[src/rtl/mux_sel_pkg.sv]
package mux_sel_pkg;

   // Lock state of the active selection
   typedef enum logic {
      SEL_OPEN = 1'b0,
      SEL_HELD = 1'b1
   } sel_lock_e;

   // Default geometry shared by the block and its bench
   localparam int unsigned DEF_CH_W       = 5;
   localparam int unsigned DEF_REF_W      = 2;
   localparam int unsigned DEF_DIFF_BASE  = 8;
   localparam int unsigned DEF_SETTLE_CYC = 31250;  // 125 us at 250 MHz

endpackage

[src/rtl/msel_stage_reg.sv]
module msel_stage_reg #(
   parameter int unsigned W = 7
) (
   input  logic         clk,
   input  logic         rst_n,
   input  logic         wr_en,
   input  logic [W-1:0] wr_data,
   output logic [W-1:0] q
);

   if (W < 1) begin : g_bad_w
      $error("msel_stage_reg: W must be at least 1");
   end

   always_ff @(posedge clk) begin
      if (!rst_n) begin
         q <= '0;
      end else if (wr_en) begin
         q <= wr_data;
      end
   end

endmodule

[src/rtl/msel_lock_ctrl.sv]
module msel_lock_ctrl
   import mux_sel_pkg::*;
#(
   parameter int unsigned CH_W  = 5,
   parameter int unsigned REF_W = 2
) (
   input  logic             clk,
   input  logic             rst_n,
   input  logic             conv_start,
   input  logic             conv_last,
   input  logic [CH_W-1:0]  tmp_chan,
   input  logic [REF_W-1:0] tmp_ref,
   output logic [CH_W-1:0]  act_chan,
   output logic [REF_W-1:0] act_ref,
   output logic             load
);

   sel_lock_e lock_q;
   sel_lock_e lock_d;

   // The active copy is open when idle, or in the final cycle of a conversion.
   // A start in an idle cycle freezes the value it samples.
   always_comb begin
      load = conv_last || ((lock_q == SEL_OPEN) && !conv_start);
   end

   always_comb begin
      lock_d = lock_q;
      if (conv_start) begin
         lock_d = SEL_HELD;
      end else if (conv_last) begin
         lock_d = SEL_OPEN;
      end
   end

   always_ff @(posedge clk) begin
      if (!rst_n) begin
         lock_q   <= SEL_OPEN;
         act_chan <= '0;
         act_ref  <= '0;
      end else begin
         lock_q <= lock_d;
         if (load) begin
            act_chan <= tmp_chan;
            act_ref  <= tmp_ref;
         end
      end
   end

endmodule

[src/rtl/msel_settle_timer.sv]
module msel_settle_timer #(
   parameter int unsigned SETTLE_CYC = 31250
) (
   input  logic clk,
   input  logic rst_n,
   input  logic reload,
   output logic busy,
   output logic busy_now
);

   localparam int unsigned CNT_W = $clog2(SETTLE_CYC + 1);
   localparam logic [CNT_W-1:0] LOAD_V = CNT_W'(SETTLE_CYC);
   localparam logic [CNT_W-1:0] ONE_V  = CNT_W'(1);

   if (SETTLE_CYC < 1) begin : g_bad_cyc
      $error("msel_settle_timer: SETTLE_CYC must be at least 1");
   end

   logic [CNT_W-1:0] cnt_q;

   always_ff @(posedge clk) begin
      if (!rst_n) begin
         cnt_q <= '0;
      end else if (reload) begin
         cnt_q <= LOAD_V;
      end else if (cnt_q != '0) begin
         cnt_q <= cnt_q - ONE_V;
      end
   end

   always_comb begin
      busy     = (cnt_q != '0);
      busy_now = busy || reload;
   end

endmodule

[src/rtl/msel_discard_track.sv]
module msel_discard_track (
   input  logic clk,
   input  logic rst_n,
   input  logic ref_chg,
   input  logic settle_now,
   input  logic conv_start,
   input  logic conv_last,
   output logic res_discard
);

   logic ref_dirty_q;
   logic pend_q;
   logic dirty_now;

   always_comb begin
      dirty_now = ref_dirty_q || ref_chg;
   end

   always_ff @(posedge clk) begin
      if (!rst_n) begin
         ref_dirty_q <= 1'b0;
         pend_q      <= 1'b0;
         res_discard <= 1'b0;
      end else begin
         // A start consumes a pending reference change
         ref_dirty_q <= conv_start ? 1'b0 : dirty_now;
         if (conv_start) begin
            pend_q <= dirty_now || settle_now;
         end
         if (conv_last) begin
            res_discard <= pend_q;
         end
      end
   end

endmodule

[src/rtl/mux_sel_holdbuf.sv]
module mux_sel_holdbuf
   import mux_sel_pkg::*;
#(
   parameter int unsigned CH_W       = DEF_CH_W,
   parameter int unsigned REF_W      = DEF_REF_W,
   parameter int unsigned DIFF_BASE  = DEF_DIFF_BASE,
   parameter int unsigned SETTLE_CYC = DEF_SETTLE_CYC,
   parameter bit          DIFF_EN    = 1'b1
) (
   input  logic             clk,
   input  logic             rst_n,
   input  logic             wr_en,
   input  logic [CH_W-1:0]  wr_chan,
   input  logic [REF_W-1:0] wr_ref,
   input  logic             conv_start,
   input  logic             conv_last,
   output logic [CH_W-1:0]  tmp_chan,
   output logic [REF_W-1:0] tmp_ref,
   output logic [CH_W-1:0]  act_chan,
   output logic [REF_W-1:0] act_ref,
   output logic             settle_busy,
   output logic             res_discard
);

   localparam int unsigned SEL_W = CH_W + REF_W;

   if (CH_W < 1 || REF_W < 1) begin : g_bad_w
      $error("mux_sel_holdbuf: CH_W and REF_W must be at least 1");
   end
   if (DIFF_BASE >= (2 ** CH_W)) begin : g_bad_base
      $error("mux_sel_holdbuf: DIFF_BASE must be a valid channel code");
   end
   if (SETTLE_CYC < 1) begin : g_bad_cyc
      $error("mux_sel_holdbuf: SETTLE_CYC must be at least 1");
   end

   logic [SEL_W-1:0] stage_q;
   logic             load;
   logic             ref_chg;
   logic             settle_now;

   msel_stage_reg #(
      .W (SEL_W)
   ) u_stage (
      .clk     (clk),
      .rst_n   (rst_n),
      .wr_en   (wr_en),
      .wr_data ({wr_chan, wr_ref}),
      .q       (stage_q)
   );

   always_comb begin
      tmp_chan = stage_q[SEL_W-1:REF_W];
      tmp_ref  = stage_q[REF_W-1:0];
   end

   msel_lock_ctrl #(
      .CH_W  (CH_W),
      .REF_W (REF_W)
   ) u_lock (
      .clk        (clk),
      .rst_n      (rst_n),
      .conv_start (conv_start),
      .conv_last  (conv_last),
      .tmp_chan   (tmp_chan),
      .tmp_ref    (tmp_ref),
      .act_chan   (act_chan),
      .act_ref    (act_ref),
      .load       (load)
   );

   always_comb begin
      ref_chg = load && (tmp_ref != act_ref);
   end

   if (DIFF_EN) begin : g_settle
      localparam logic [CH_W-1:0] DIFF_LO = CH_W'(DIFF_BASE);
      logic tmp_is_diff;
      logic reload;

      always_comb begin
         tmp_is_diff = (tmp_chan >= DIFF_LO);
         reload      = load && tmp_is_diff &&
                       ((tmp_chan != act_chan) || (tmp_ref != act_ref));
      end

      msel_settle_timer #(
         .SETTLE_CYC (SETTLE_CYC)
      ) u_timer (
         .clk      (clk),
         .rst_n    (rst_n),
         .reload   (reload),
         .busy     (settle_busy),
         .busy_now (settle_now)
      );
   end else begin : g_no_settle
      always_comb begin
         settle_busy = 1'b0;
         settle_now  = 1'b0;
      end
   end

   msel_discard_track u_discard (
      .clk         (clk),
      .rst_n       (rst_n),
      .ref_chg     (ref_chg),
      .settle_now  (settle_now),
      .conv_start  (conv_start),
      .conv_last   (conv_last),
      .res_discard (res_discard)
   );

endmodule

[config.mk]
export PLATFORM = sky130hd
export DESIGN_NAME = mux_sel_holdbuf
export DESIGN_NICKNAME = d
export VERILOG_FILES = /design/src/rtl/mux_sel_pkg.sv /design/src/rtl/msel_stage_reg.sv /design/src/rtl/msel_lock_ctrl.sv /design/src/rtl/msel_settle_timer.sv /design/src/rtl/msel_discard_track.sv /design/src/rtl/mux_sel_holdbuf.sv
export SDC_FILE = /design/constraint.sdc
export NUM_CORES = 1
export LEC_CHECK = 0
export CAP_MARGIN = 15
export CELL_PAD_IN_SITES_DETAIL_PLACEMENT = 1
export CELL_PAD_IN_SITES_GLOBAL_PLACEMENT = 2
export CORE_ASPECT_RATIO = 2
export CORE_MARGIN = 2
export CORE_UTILIZATION = 39
export CTS_BUF_LIST = sky130_fd_sc_hd__clkbuf_2
export CTS_CLUSTER_SIZE = 28
export DETAILED_ROUTE_END_ITERATION = 8
export DONT_BUFFER_PORTS = 1
export PLACE_DENSITY_LB_ADDON = 0.3
export SETUP_SLACK_MARGIN = 0.2
export SYNTH_ARGS = -nofsm -noshare
export SYNTH_HDL_FRONTEND = slang
export SYNTH_SLANG_ARGS = --single-unit
[constraint.sdc]
create_clock -name clk -period 2.7 [get_ports clk]
set_clock_uncertainty 0.05 [all_clocks]
set_input_delay 0.54 -clock clk [delete_from_list [all_inputs] [get_ports clk]]
set_output_delay 0.54 -clock clk [all_outputs]
set_load 0.02 [all_outputs]
==> impl_metrics.tcl <==
set metrics [dict create \
    status "finished clean" \
    muxShareOfSynthArea 0.0664 \
    syn-num-nets 184 \
    ys_seq_elements 33 \
    synth_common_cells "33 x dfxtp_1, 20 x nand2_1, 15 x nor2_1" \
    synth_top_cell_by_area "dfxtp_1" \
    path_max_fanout 3 \
    yosysUniqueCellTypes 35 \
    cts_buffers 5 \
    grt_max_degree 31 \
    yosysSeqAreaShare 0.438 \
    dr_total_vias 1250 \
    dp.cells 220 \
    fp.coreArea_um2 3760 \
    chipWidth_um 48.0 \
    area_growth_pct 8.05 \
    synth_edf_count 0 \
    ioPinCount 28 \
    fp.dieArea_um2 4410 \
    groute.usage.overall 0.180 \
    final_cells 228 \
    wirelength_mm 3.47 \
    die_height_um 91.9 \
    cp-start-kind "flop" \
    drv_slew 0 \
    cts_setup_buffers 0 \
    synth_fa_ha_area_frac 0.0166 \
    critPathRequiredTime_ps 2110 \
    h-tree-depth 2 \
    fin_crit_ps 2300 \
    dp_hpwl_mm 2.51 \
    floorplan.initialDensity 0.401 \
    grt_antenna_before_repair 0 \
    worstMarginPinSlew_ps 565 \
    fmax_mhz 435 \
    synthArstFlopShare 0 \
    netlist_top_cells_area "dfxtp_1 44%, mux2i_1 6.6%, nand2_1 5.0%, xnor2_1 4.6%, nor2_1 3.7%" \
    root_buffer "clkbuf_2" \
    clock_latency_ps 380 \
    drcViolationCount 0 \
    synth_flop_cell "dfxtp_1" \
    cts_sinks 33 \
    grt-ovfl-total 0 \
    synth_most_common_cell "dfxtp_1" \
    syn_avg_cell_area_um2 8.87 \
    crit_type "reg -> out" \
    timing.setup.tns_ps 0 \
    syn_inst 170 \
    post_cts_resized 0 \
    holdBufCountCts 0 \
    clkTransAtPathRegs_ps 160 \
    yosysTopAreaCellShare 0.438 \
    cap_violations 0 \
    endpoint_kind "output port" \
    synthSimpleGateAreaFrac 0.241 \
    synthXorXnorAreaFrac 0.0465 \
    power_leakage_nw 0.615 \
    tritoncts "yes" \
    final_layout_size_suffix_gt1_frac 0.107 \
    powerDensity_nw_per_um2 1070 \
    num_rows 32 \
    hold_viol_final 0 \
    synth_compound_area_frac 0.166 \
    final_nets 190 \
    timing.final.crit_share 0.851 \
    yosys_warnings 0 \
    synth_top_family_by_area "simple AND/OR/NAND/NOR gates" \
    syn-cell-area_um2 1510 \
    grt_pass1_wl_mm 5.75 \
    critPathArrivalTime_ps 1710 \
    grt_pass1_vias 1305 \
    place.gp.congestion 0.806 \
    grt_setup_unrepaired "false" \
    antenna_left 0 \
    diodes 0 \
    port_buffers 0 \
    firstDrtPassIters 4 \
    routedWlPerCell_um 15.2 \
    min_path_type "in -> reg" \
    drt_iter0_drc 19 \
    slew-limit-headroom 0.622 \
    ir_drop_mv 0.556 \
    avgViaCountPerCell 5.48 \
    setup-violations-final 0 \
    cts.path.max_buffers 2 \
]
-- metal layers --
metal,vias to the layer above,routed length (µm),part of all wire,track usage
met2,18,1700,0.49,0.271
li1,634,-,-,-
met5,-,0,0,0
met3,4,120,0.035,0.0531
met4,0,59,0.017,0.0811
met1,594,1600,0.46,0.228
-- critical path: stages, from the launching register on --
cell	delay, ps
dfxtp_1	360
inv_1	110
ha_1	190
nor4b_2	270
and4_1	260
inv_1	160
-- where the power goes --
group	switching, W	internal [W]	leakage (nW)
registers	0.000143	0.000602	0.272
logic	0.000410	0.000355	0.310
clock network	0.000172	0.0000650	0.0327
total	0.000725	0.00102	0.615
-- per-stage QoR --
step	util	setup WS, ps	total power (W)	hold slack [ps]	area [µm²]
after floorplan	-	571	0.00134	408	1510
after global placement	0.421	707	0.00150	426	1580
after detailed placement	0.421	646	0.00152	439	1580
after CTS	0.431	240	0.00176	143	1620
after global routing	0.433	243	0.00190	127	1630
final	0.433	404	0.00175	172	1630
-- kinds of logic after synthesis --
group	Yosys count
AOI/OAI and AO/OA	39
and+or+nand+nor	68
adders and majority gates	2
xor gates and xnor gates	8
muxes	10
buffers and inverters	10
DFF	33
-- area by class of cell --
class                   instances  area [µm²]
clock inverters                 2        10.0
well taps                      51        63.8
repair buffers                  4        30.0
clock buffers                   6        30.0
flip-flops and latches         33         661
multi-input cells             127         816
inverters                       5        18.8
fillers                       474        2130
-- path summary, 6_finish.rpt --
path,startpoint,to,slack [ps],depth (start not counted)
setup reg to reg,g_settle.u_timer.cnt_q[2],g_settle.u_timer.cnt_q[13],620,4
hold / removal,conv_start,u_discard.ref_dirty_q,170,1
setup / recovery,g_settle.u_timer.cnt_q[0],settle_busy,400,5
hold reg to reg,u_discard.pend_q,u_discard.res_discard,470,2
-- flip-flops by register name (all words and copies together) (netlist names) --
register,cells
g_settle.u_timer.cnt_q,15
u_lock.act_ref,2
u_discard.pend_q,1
u_discard.ref_dirty_q,1
u_discard.res_discard,1
u_lock.lock_q,1
u_lock.act_chan,5
u_stage.q,7
-- layout by cell type (no fill, tap or decap), types with 2 or more instances in the layout --
cell type,synthesis,layout
a21oi_1,11,11
nand3_1,2,2
clkbuf_2,0,6
mux2i_1,10,10
nand2_1,20,20
xnor2_1,8,8
buf_4,0,4
a211oi_1,6,6
nor2_1,15,15
ha_1,2,2
or4_1,7,7
o31ai_1,4,4
inv_1,5,5
nor3_1,6,6
nand3b_1,2,2
or3_1,4,4
a31oi_1,5,5
o21ai_0,6,6
dfxtp_1,33,33
clkinv_2,0,2
o21a_1,2,2
(Power assumes the default switching activity.)
